## src/rtl/segdisp_pkg.sv

```systemverilog
package segdisp_pkg;

    typedef enum logic [1:0] {
        MODE_IDLE = 2'b00,
        MODE_BCD  = 2'b01,
        MODE_CNT  = 2'b10,
        MODE_PAT  = 2'b11
    } mode_e;

    localparam int NIB_W  = 4;
    localparam int DATA_W = 8;
    localparam int DIGITS = DATA_W / NIB_W;

    // Active-low segment byte: dp is bit 7, segments g..a are bits 6..0.
    typedef struct packed {
        logic       dp;
        logic [6:0] gfedcba;
    } seg_t;

    localparam seg_t SEG_BLANK = '{dp: 1'b1, gfedcba: 7'h7F};

    function automatic seg_t nib_to_seg(input logic [NIB_W-1:0] n);
        logic [6:0] lit;
        case (n)
            4'h0: lit = 7'h3F;
            4'h1: lit = 7'h06;
            4'h2: lit = 7'h5B;
            4'h3: lit = 7'h4F;
            4'h4: lit = 7'h66;
            4'h5: lit = 7'h6D;
            4'h6: lit = 7'h7D;
            4'h7: lit = 7'h07;
            4'h8: lit = 7'h7F;
            4'h9: lit = 7'h6F;
            4'hA: lit = 7'h77;
            4'hB: lit = 7'h7C;
            4'hC: lit = 7'h39;
            4'hD: lit = 7'h5E;
            4'hE: lit = 7'h79;
            default: lit = 7'h71;
        endcase
        return '{dp: 1'b1, gfedcba: ~lit};
    endfunction

    function automatic seg_t bcd_to_seg(input logic [NIB_W-1:0] n);
        return (n > 4'd9) ? SEG_BLANK : nib_to_seg(n);
    endfunction

endpackage

```

## src/rtl/step_timer.sv

```systemverilog
module step_timer #(
    parameter int SLOW_CYC = 15_000_000,
    parameter int FAST_CYC = 6_250_000
) (
    input  logic clk,
    input  logic rst,
    input  logic slow,
    input  logic restart,
    output logic tick
);
    localparam int MAX_CYC = (SLOW_CYC > FAST_CYC) ? SLOW_CYC : FAST_CYC;
    localparam int CNT_W   = $clog2(MAX_CYC);
    localparam logic [CNT_W-1:0] SLOW_LD = CNT_W'(SLOW_CYC - 1);
    localparam logic [CNT_W-1:0] FAST_LD = CNT_W'(FAST_CYC - 1);

    logic [CNT_W-1:0] remain;
    logic [CNT_W-1:0] load_val;
    logic             slow_q;
    logic             reload_now;

    assign load_val   = slow ? SLOW_LD : FAST_LD;
    assign reload_now = restart || (slow != slow_q);

    always_ff @(posedge clk) begin
        if (rst) begin
            remain <= load_val;
            slow_q <= slow;
        end else begin
            slow_q <= slow;
            if (reload_now || remain == '0) begin
                remain <= load_val;
            end else begin
                remain <= remain - 1'b1;
            end
        end
    end

    assign tick = (remain == '0) && !reload_now;

endmodule

```

## src/rtl/step_counter.sv

```systemverilog
module step_counter #(
    parameter int WIDTH = 8
) (
    input  logic             clk,
    input  logic             rst,
    input  logic             active,
    input  logic             enter,
    input  logic             step,
    output logic [WIDTH-1:0] value
);
    always_ff @(posedge clk) begin
        if (rst) begin
            value <= '0;
        end else if (active) begin
            if (enter) begin
                value <= '0;
            end else if (step) begin
                value <= value + 1'b1;
            end
        end
    end
endmodule

```

## src/rtl/lfsr_pattern.sv

```systemverilog
module lfsr_pattern #(
    parameter int               WIDTH = 8,
    parameter logic [WIDTH-1:0] TAPS  = 8'hB8,
    parameter logic [WIDTH-1:0] SEED  = 8'h01
) (
    input  logic             clk,
    input  logic             rst,
    input  logic             active,
    input  logic             step,
    output logic [WIDTH-1:0] value
);
    logic feedback;

    assign feedback = ^(value & TAPS);

    always_ff @(posedge clk) begin
        if (rst) begin
            value <= SEED;
        end else if (active && step) begin
            value <= {value[WIDTH-2:0], feedback};
        end
    end
endmodule

```

## src/rtl/seg_mode_ctrl.sv

```systemverilog
module seg_mode_ctrl
    import segdisp_pkg::*;
#(
    parameter int          CLK_HZ    = 50_000_000,
    parameter logic [7:0]  LFSR_TAPS = 8'hB8,
    parameter logic [7:0]  LFSR_SEED = 8'h01
) (
    input  logic       clk,
    input  logic       rst,
    input  logic [1:0] mode,
    input  logic [3:0] bcd,
    input  logic       slow,
    output logic [7:0] seg0,
    output logic [7:0] seg1,
    output logic [7:0] seg2,
    output logic [7:0] seg3,
    output logic [7:0] seg4
);
    localparam int SLOW_CYC = CLK_HZ * 3 / 10;
    localparam int FAST_CYC = CLK_HZ / 8;

    mode_e             mode_cur;
    mode_e             mode_q;
    logic              mode_change;
    logic              tick;
    logic [NIB_W-1:0]  bcd_hold;
    logic [DATA_W-1:0] cnt_val;
    logic [DATA_W-1:0] pat;
    seg_t              cnt_seg [DIGITS];
    seg_t              pat_seg [DIGITS];

    assign mode_cur    = mode_e'(mode);
    assign mode_change = (mode_cur != mode_q);

    always_ff @(posedge clk) begin
        if (rst) begin
            mode_q   <= MODE_IDLE;
            bcd_hold <= 4'hF;
        end else begin
            mode_q <= mode_cur;
            if (mode_cur == MODE_BCD) begin
                bcd_hold <= bcd;
            end
        end
    end

    step_timer #(
        .SLOW_CYC (SLOW_CYC),
        .FAST_CYC (FAST_CYC)
    ) i_timer (
        .clk     (clk),
        .rst     (rst),
        .slow    (slow),
        .restart (mode_change),
        .tick    (tick)
    );

    step_counter #(
        .WIDTH (DATA_W)
    ) i_counter (
        .clk    (clk),
        .rst    (rst),
        .active (mode_cur == MODE_CNT),
        .enter  (mode_change),
        .step   (tick),
        .value  (cnt_val)
    );

    lfsr_pattern #(
        .WIDTH (DATA_W),
        .TAPS  (LFSR_TAPS),
        .SEED  (LFSR_SEED)
    ) i_pattern (
        .clk    (clk),
        .rst    (rst),
        .active (mode_cur == MODE_PAT),
        .step   (tick),
        .value  (pat)
    );

    for (genvar d = 0; d < DIGITS; d++) begin : g_digit
        assign cnt_seg[d] = nib_to_seg(cnt_val[d*NIB_W +: NIB_W]);
        assign pat_seg[d] = nib_to_seg(pat[d*NIB_W +: NIB_W]);
    end

    assign seg0 = cnt_seg[0];
    assign seg1 = cnt_seg[1];
    assign seg2 = pat_seg[0];
    assign seg3 = pat_seg[1];
    assign seg4 = bcd_to_seg(bcd_hold);

endmodule

```

## config.mk

```make
export PLATFORM = sky130hd
export DESIGN_NAME = seg_mode_ctrl
export DESIGN_NICKNAME = d
export VERILOG_FILES = /design/src/rtl/segdisp_pkg.sv /design/src/rtl/step_timer.sv /design/src/rtl/step_counter.sv /design/src/rtl/lfsr_pattern.sv /design/src/rtl/seg_mode_ctrl.sv
export SDC_FILE = /design/constraint.sdc
export NUM_CORES = 1
export LEC_CHECK = 0
export BUFFER_PORTS_ARGS = -buffer_cell sky130_fd_sc_hd__buf_2
export CAP_MARGIN = 20
export CORE_MARGIN = 2
export CORE_UTILIZATION = 55
export DETAILED_ROUTE_END_ITERATION = 10
export HOLD_SLACK_MARGIN = 0.06
export PLACE_DENSITY = 0.77
export SLEW_MARGIN = 20
export SYNTH_ARGS = -nofsm -noshare
export SYNTH_HDL_FRONTEND = slang
export SYNTH_HIERARCHICAL = 1
export SYNTH_SLANG_ARGS = --single-unit
```

## constraint.sdc

```tcl
create_clock -name clk -period 3.5 [get_ports clk]
set_input_delay 0.7 -clock clk [delete_from_list [all_inputs] [get_ports clk]]
set_output_delay 0.7 -clock clk [all_outputs]
set_load 0.01 [all_outputs]
```

Yosys cells after proc, flatten, opt, wreduce, memory -nomap -nowiden

Memory sizes are Yosys's and may differ from the RTL's. A register that Yosys moved wholly into a read port is not among the register bits.
Index checks and enable logic that the tools add are counted.

Register bits after elaboration: 47
ROM bits: 560
Output and inout bits: 40
Logic and storage cells: 49
Memories kept: 5

Memories:

| name             | depth | bits a word | rd ports | clocked after Yosys merged registers in | write ports | line              | source |
|---|---|---|---|---|---|---|---|
| (name not given) | 16    | 7           | 1        | 1                                       | 0           | segdisp_pkg.sv:24 | `case (n)` |
| (name not given) | 16    | 7           | 1        | 1                                       | 0           | segdisp_pkg.sv:24 |  |
| (name not given) | 16    | 7           | 1        | 1                                       | 0           | segdisp_pkg.sv:24 |  |
| (name not given) | 16    | 7           | 1        | 1                                       | 0           | segdisp_pkg.sv:24 |  |
| (name not given) | 16    | 7           | 1        | 1                                       | 0           | segdisp_pkg.sv:24 |  |

Add/sub/neg operators: 2
$lt $le $gt $ge: 1
Eq/ne operators: 5
Muxes and demuxes: 16
Bitwise gates (word level): 5
Reduce and logical (&&, ||, !) cells: 9

Operator list:

| operator                                           | number |
|---|---|
| 2-to-1 mux 24 bit                                  | 3 |
| 2-to-1 mux 4 bit                                   | 10 |
| NOT 7 bit                                          | 5 |
| zero test 24 bit                                   | 1 |
| subtractor 24 x 1 -> 24 bit, second input constant | 1 |
| 2-to-1 mux 8 bit                                   | 2 |
| adder 8 x 1 -> 8 bit, second input constant        | 1 |
| parity 8 bit                                       | 1 |
| 2-to-1 mux 7 bit                                   | 1 |
| == test 2 bit, second input constant               | 2 |
| > comparator 4 bit, second input constant          | 1 |
| == test 2 x 1 -> 1 bit, second input constant      | 1 |
| logical AND 1 bit                                  | 2 |
| logical OR 1 bit                                   | 2 |
| != test 2 bit                                      | 1 |
| AND reduction 2 bit                                | 1 |
| nonzero test 2 bit                                 | 1 |
| zero test 1 bit                                    | 1 |
| != test 1 bit                                      | 1 |

Depth between registers and ports, before layout

Gate-level depths: netlist of the first run.

Depth in word-level cells: 8
Depth in mapped cells: 10

Modules after synthesis

The synthesis of the first run kept the hierarchy.

Modules (own cells, without submodules):

| module        | times used | cells an instance | area an instance (um^2) |
|---|---|---|---|
| seg_mode_ctrl | 1          | 208               | 1744.2 |
| step_timer    | 1          | 128               | 1237.4 |
| step_counter  | 1          | 43                | 387.9 |
| lfsr_pattern  | 1          | 39                | 324.1 |

Worst setup path after synthesis of the first run

Ideal clock, no wire load.

Kind: reg-to-reg
Start: register i_timer.remain[10]
End: register i_counter.value[7]
Library setup time: 0.070 ns
Arrival: 2.650 ns
Data required time: 3.430 ns
Slack: 0.781 ns
Cell stages (with the launch flop): 9
Buffers on the path: 1
Path through: dfxtp_1 or4_1 buf_2 and2b_2 nand3_1 nor3b_1 o211ai_4 or4_1 a21oi_1

Cells in the longest elaborated chain, start to end: 4

Ends and longest elaborated chain:

| element                              | line                | source |
|---|---|---|
| from (decl)                          | step_timer.sv:16    | `logic [CNT_W-1:0] remain;` |
| from (signal assigned)               | step_timer.sv:26    | `remain <= load_val;` |
| from (signal assigned)               | step_timer.sv:31    | `remain <= load_val;` |
| from (signal assigned)               | step_timer.sv:33    | `remain <= remain - 1'b1;` |
| zero test 24 bit                     | step_timer.sv:38    | `assign tick = (remain == '0) && !reload_now;` |
| logical AND 1 bit                    | step_timer.sv:38    |  |
| named net tick                       | seg_mode_ctrl.sv:25 | `logic tick;` |
| nonzero test 2 bit (no source line)  | n/a                 |  |
| AND reduction 2 bit (no source line) | n/a                 |  |
| to (signal assigned)                 | step_counter.sv:18  | `value <= value + 1'b1;` |
| to (decl)                            | step_counter.sv:9   | `output logic [WIDTH-1:0] value` |

The timed path passes the listed nets, and every way through them passes these cells.
A chain may end at the register's enable or synchronous reset.

Worst setup path after layout of the first run

Start: register i_timer.remain[6]
End: register i_counter.value[7]

Same word-level chain as after synthesis.

==> summary.md, run 1 <==
| Metric | Value |
|---|---|
| Final nets | 494 |
| Die area | 7387 um^2 |
| Clk slew on worst S/H paths | 90 ps |
| Antenna viol nets, final | 0 |
| Worst setup path class | flip-flop to flip-flop |
| Reg2Reg Depth | 8 |
| Result of the run | complete, no violations |
| DRC Markers | 0 |
| Global-route wire length before repair | 11,410 um |
| Starting density of the core | 57.51% |
| Required time of the critical path | 3740 ps |
| Maximum VDD drop | 216.5 uV |
| DR WL/cell | 12.93 um |
| Leak | 0.001611 uW |
| Detailed placement HPWL | 5029 um |
| Commonest cells in the netlist | dfxtp_1 (54), nand2_1 (43), a21oi_1 (35), nor2_1 (35), ha_1 (34) |
| Boundary Pins | 49 |
| RSZ-0062 raised after global routing | false |
| Synthesized area | 3694 um^2 |
| Critical path's slowest cell | or4_1 |
| Min-delay worst type | flip-flop to flip-flop |
| Placed Cells | 521 |
| GR peak layer | met2 |
| Hold Path End | i_timer/remain[0] |
| Final Max Slew Viols | 0 |
| Min cycle time layout | 2654 ps |
| Worst EP arrival | 2890 ps |
| Flop-to-flop setup slack | 850 ps |
| Ys async rst share | 0% |
| Top_reg_cell synth | dfxtp_1 |
| Clock sinks | 54 |
| Reg-to-reg critical path startpoint | i_timer/remain[6] |
| RR Endpoint | i_counter/value[7] |
| Post-cts repair resize count | 0 |
| CTS root buf | clkbuf_8 |
| Vias in the first global route | 2,615 |
| Post-route cell area | 3993 um^2 |
| Post-synthesis sequential area ratio | 29.27% |
| Most used cell, CP | or4_1 |
| FMAX | 0.3768 GHz |
| Met2 Track Usage GR | 31.71% |
| Synth top area cells | dfxtp_1 (29%), ha_1 (12%), a21oi_1 (4.7%) |
| Cell taking the most area after synthesis | dfxtp_1 |
| Final wirelength | 6838 um |
| Setup TNS | 0 ps |
| Dpl cell area | 3886 um^2 |
| Row count | 29 |
| GP Congestion | 0.8450 |
| Non-Filler Instances | 529 |
| Antenna violations before repair | 0 |
| IO Port Bufs | 43 |
| Vias per cell | 5.501 |
| Layout Area Growth over Synthesis | 8.096% |
| Post-synth EDFFs | 0 |
| CP endpoint kind | flip-flop |
| Final hold vios | 0 |
| Overflow after GRT | 0 |
| DR vias | 2,910 |
| Count leader, synth | dfxtp_1 |
| Die Y-Extent | 85.95 um |
| Delay-heaviest family, CP | simple AND/OR/NAND/NOR gates |
| CP cell instances | or4_1, nor3_4, nand3_1, nor3b_1, buf_4, o211ai_4, or4_1, a21oi_1 |
| Skew-Pair Late Insertion Delay | 300 ps |
| Crit-path max FO | 10 |
| Clock tree buffer depth | 2 |
| Met3 Usage GRT | 2.599% |
| CP max stage delay | 720 ps |
| Setup-failing EPs final | 0 |
| Worst Tran Pin Value | 676.7 ps |
| Met1 usage | 24.34% |
| Buf/Inv on CP | 1 |
| Crit path launch type | flip-flop |
| Share of cells above drive strength 1 | 19.03% |
| Max cap viols | 0 |
| Critical hold path startpoint | i_timer/remain[0] |
| Setup Skew | 5.255 ps |
| # Post-CTS Setup Buffers | 0 |
| PwrDens | 298.9 nW/um^2 |
| Chip Width | 85.95 um |
| Hold-critical path depth | 1 |
| Core Area | 6422 um^2 |
| Initial DRC count | 95 |
| Tot GR Track Use | 18.60% |
| Period utilization | 75.83% |
| TritonCTS buffer count | 5 |
| Yosys cell types | 67 |
| CTS tree | done |
| DR pass1 iterations | 4 |
| Synth warnings | 6 |
| H-tree depth | 2 |
| Synth Instances | 418 |
| Post-CTS Hold Buffers | 0 |
| Synth Area per Inst | 8.836 um^2 |
| Antenna cells | 0 |
| FF+latch count, synth | 54 |
| Core Util, Final | 62.17% |
| Slew headroom | 53.99% |
| Top-area cell type share of the netlist area | 29.27% |
| Largest net degree at the start of global routing | 24 |
[placed cells by master, fill, tap and decap left out, drive strengths merged, types with 3 or more instances in the layout]
cell,instances
dfxtp,54
o21ai,11
and2,3
xnor2,18
or3b,3
a31oi,5
nor3b,3
o211ai,3
mux4,4
nand2,43
nor2,36
or3,5
buf,45
and2b,3
or4,7
ha,34
nand3,6
inv,22
o31ai,5
nor2b,13
nor3,10
o22ai,4
nand2b,5
clkbuf,7
mux2i,15
a22o,4
a21oi,36
conb,5
xor2,9
mux2,3
[cell families (layout without fill, tap and decap cells)]
| family | after synthesis | count (layout) | share of synthesized area, % |
|---|---|---|---|
| other | 1 | 5 | 0.1015 |
| DFF | 54 | 54 | 29.27 |
| AOI/OAI and AO/OA | 86 | 86 | 15.79 |
| xor gates and xnor gates | 27 | 27 | 6.809 |
| muxes | 22 | 22 | 7.859 |
| buffers and inverters | 45 | 75 | 6.267 |
| and+or+nand+nor | 149 | 149 | 22.39 |
| adders and majority gates | 34 | 34 | 11.52 |
[worst max-delay path by stage]
stage / from / to / slack (ps) / cells after the start
global placement: mode[1] / i_timer/remain[3] / 910 / 7
floorplan: i_timer/remain[10] / i_counter/value[7] / 780 / 8
CTS: i_counter/value[0] / seg0[3] / 830 / 5
finish: i_timer/remain[6] / i_counter/value[7] / 850 / 8
detailed placement: mode[0] / flip-flop / 780 / 7
global route: i_timer/remain[6] / i_counter/value[7] / 710 / 8
[area by class of cell]
type	instances	area [um^2]
repair buffers	45	230.2
flip-flops and latches	54	1081
fillers	546	2430
well taps	77	96.34
multi-input cells	323	2396
inverters	22	82.58
clock inverters	1	30.03
clock buffers	7	76.32
[metrics by stage]
stage | setup slack [ps] | power, uW | hold WS, ps
6_report | 845.9 | 1193 | 412.7
5_1_grt | 708.2 | 1237 | 437.3
4_1_cts | 833.8 | 1200 | 413.0
3_5_place_dp | 776.2 | 800.1 | 391.5
3_3_place_gp | 905.5 | 794.7 | 391.4
2_1_floorplan | 780.7 | 778.0 | 379.0
[worst register-to-register path, cell delays in order (launching register included)]
cell and delay [ps]:
dfxtp_1 340, or4_1 720, nor3_4 270, nand3_1 100, nor3b_1 190, buf_4 180
o211ai_4 120, or4_1 530, a21oi_1 150
[per-layer routing]
layer	up-vias	routed length (um)	share of wire, %
met2	36	3319	49
li1	1511	-	-
met4	0	84	1.2
met3	7	157	2.3
met1	1356	3278	48
met5	-	0	0
[power by group]
group / total [uW] / switching, uW / internal (uW)
combinational: 119 / 67.5 / 51.7
sequential: 667 / 22.5 / 644
clock: 407 / 193 / 214
total: 1190 / 283 / 910
(Power assumes the default switching activity.)
==> inputs of run 2 (changes only) <==
Settings changed: CORE_UTILIZATION 55 to 52, PLACE_DENSITY 0.77 to 0.76.
Clock period 3.5 ns to 2.3 ns, I/O delays scaled along.
==> summary.md, run 2 (synthesis gave the netlist of run 1 again) <==
| Metric | Value |
|---|---|
| Critical path's slowest cell | or4b_4 |
| TritonCTS buffer count | 5 |
| Setup TNS | -107.8 ps |
| Worst EP arrival | 2580 ps |
| Die Y-Extent | 88.28 um |
| DR WL/cell | 12.72 um |
| FMAX | 0.4198 GHz |
| Clock sinks | 54 |
| Result of the run | finished with violations |
| IO Port Bufs | 43 |
| Delay-heaviest family, CP | simple AND/OR/NAND/NOR gates |
| CTS tree | done |
| CTS root buf | clkbuf_8 |
| Antenna cells | 0 |
| Crit path launch type | flip-flop |
| GP Congestion | 0.8055 |
| Non-Filler Instances | 591 |
| CP max stage delay | 460 ps |
| H-tree depth | 2 |
| DR pass1 iterations | 4 |
| Crit-path max FO | 5 |
| Boundary Pins | 49 |
| Min-delay worst type | primary input to flip-flop |
| Antenna viol nets, final | 0 |
| Largest net degree at the start of global routing | 16 |
| Final worst slack | -82.24 ps |
| CP cell instances | inv_1, ha_1, or4b_4, nor3_4, nand3_2, nor3b_4, o211ai_4, buf_4, o31ai_1, a21oi_2 |
| Post-route cell area | 4385 um^2 |
| Initial DRC count | 96 |
| Worst setup path class | flip-flop to flip-flop |
| Post-CTS Hold Buffers | 0 |
| Worst Setup SP | i_timer/remain[1] |
| Final nets | 537 |
| Final hold vios | 0 |
| Required time of the critical path | 2500 ps |
| Final wirelength | 7515 um |
| Slew headroom | 64.76% |
| Global-route wire length before repair | 12,450 um |
| Final hold slack | 348.2 ps |
| Worst Tran Pin Value | 521.3 ps |
| Flop-to-flop setup slack | -80 ps |
| Skew-Pair Late Insertion Delay | 310 ps |
| Tot GR Track Use | 19.47% |
| Setup-failing EPs final | 2 |
| Fill cells | 570 |
| Detailed placement HPWL | 5556 um |
| Vias per cell | 5.371 |
| Core Util, Final | 64.19% |
| Share of cells above drive strength 1 | 29.70% |
| Core Area | 6832 um^2 |
| Buf/Inv on CP | 2 |
| RR Endpoint | i_counter/value[6] |
| Reg-to-reg critical path startpoint | i_timer/remain[1] |
| Commonest non-fill, non-tap cell in the layout | dfxtp_1 |
| DRC Markers | 0 |
| Setup Skew | 3.866 ps |
| Die area | 7793 um^2 |
| Placed Cells | 580 |
| Period utilization | 103.6% |
| Row count | 30 |
| Reg2Reg Depth | 10 |
| Clk slew on worst S/H paths | 90 ps |
| Layout Area Growth over Synthesis | 18.73% |
| PwrDens | 406.1 nW/um^2 |
| Dpl cell area | 4227 um^2 |
| Failing checks | negative setup slack |
| Leak | 0.001831 uW |
| Critical path endpoint | i_counter/value[6] |
| Clock tree buffer depth | 2 |
| Final Max Slew Viols | 0 |
| RSZ-0062 raised after global routing | true |
| DR vias | 3,174 |
| Vias in the first global route | 2,893 |
| Max cap viols | 0 |
| Commonest cells after routing, fill and taps aside | dfxtp_1 (49), buf_4 (44), buf_2 (43) |
| CP Depth | 10 |
| Overflow after GRT | 0 |
| Starting density of the core | 54.07% |
| Min cycle time layout | 2382 ps |
| CP endpoint kind | flip-flop |
| Chip Width | 88.28 um |
| Antenna violations before repair | 0 |
| Maximum VDD drop | 313.6 uV |
-- run 2: cell count changes in the layout (fill, tap and decap cells not counted), moves of 2 or more --
cell | previous run | this run
inv_1 | 22 | 20
a21oi_1 | 35 | 31
dfxtp_2 | 0 | 5
dfxtp_1 | 54 | 49
or3_2 | 3 | 1
a21oi_2 | 1 | 5
or3_4 | 0 | 2
buf_4 | 2 | 44
inv_2 | 0 | 2
-- run 2: worst min-delay path by stage --
stage | start | end | slack [ps] | depth (start not counted)
after floorplan | i_timer/remain[0] | i_timer/remain[0] | 380 | 1
after global placement | i_timer/remain[18] | i_timer/remain[18] | 480 | 2
after detailed placement | i_timer/remain[14] | i_timer/remain[14] | 490 | 2
after CTS | slow | i_timer/slow_q | 340 | 1
after global routing | slow | i_timer/slow_q | 340 | 1
final | slow | i_timer/slow_q | 350 | 1
-- run 2: area by class of cell --
type | count | area, um^2 | share of cell area [%]
timing repair buffer | 87 | 545.5 | 12.44
multi-input combinational | 324 | 2459 | 56.06
clock inverter | 1 | 5.005 | 0.1141
sequential | 54 | 1087 | 24.79
clock buffer | 7 | 86.33 | 1.969
tap | 96 | 120.1 | 2.739
inverter | 22 | 82.58 | 1.883
-- run 2: stage by stage --
step / power, uW / setup slack [ps]
floorplan: 1187 / -124.0
global placement: 1240 / 12.43
detailed placement: 1251 / -68.48
CTS: 1796 / -26.04
global route: 1869 / -152.8
finish: 1781 / -82.24
-- run 2: layer usage --
metal / GRT usage (%) / vias to the layer above / wire length [um]
met2: 35.27 / 62 / 3828
met3: 3.358 / 11 / 225
li1: - / 1594 / -
met1: 23.84 / 1507 / 3350
met4: 5.234 / 0 / 111
met5: 0 / - / 0
-- run 2: where the power goes --
group	internal, uW	total (uW)	switching [uW]
combinational	105	225	120
sequential	981	1010	27.5
clock	244	548	304
total	1330	1780	452
-- run 2: repair_timing --
item / in CTS / in global routing
hold endpoints to repair: 0 / 0
endpoints found under the setup margin: 7 / 17
buffers inserted: 1 / 2
gates resized for setup: 5 / 13
gates cloned: 0 / 1
pin swaps: 2 / 3
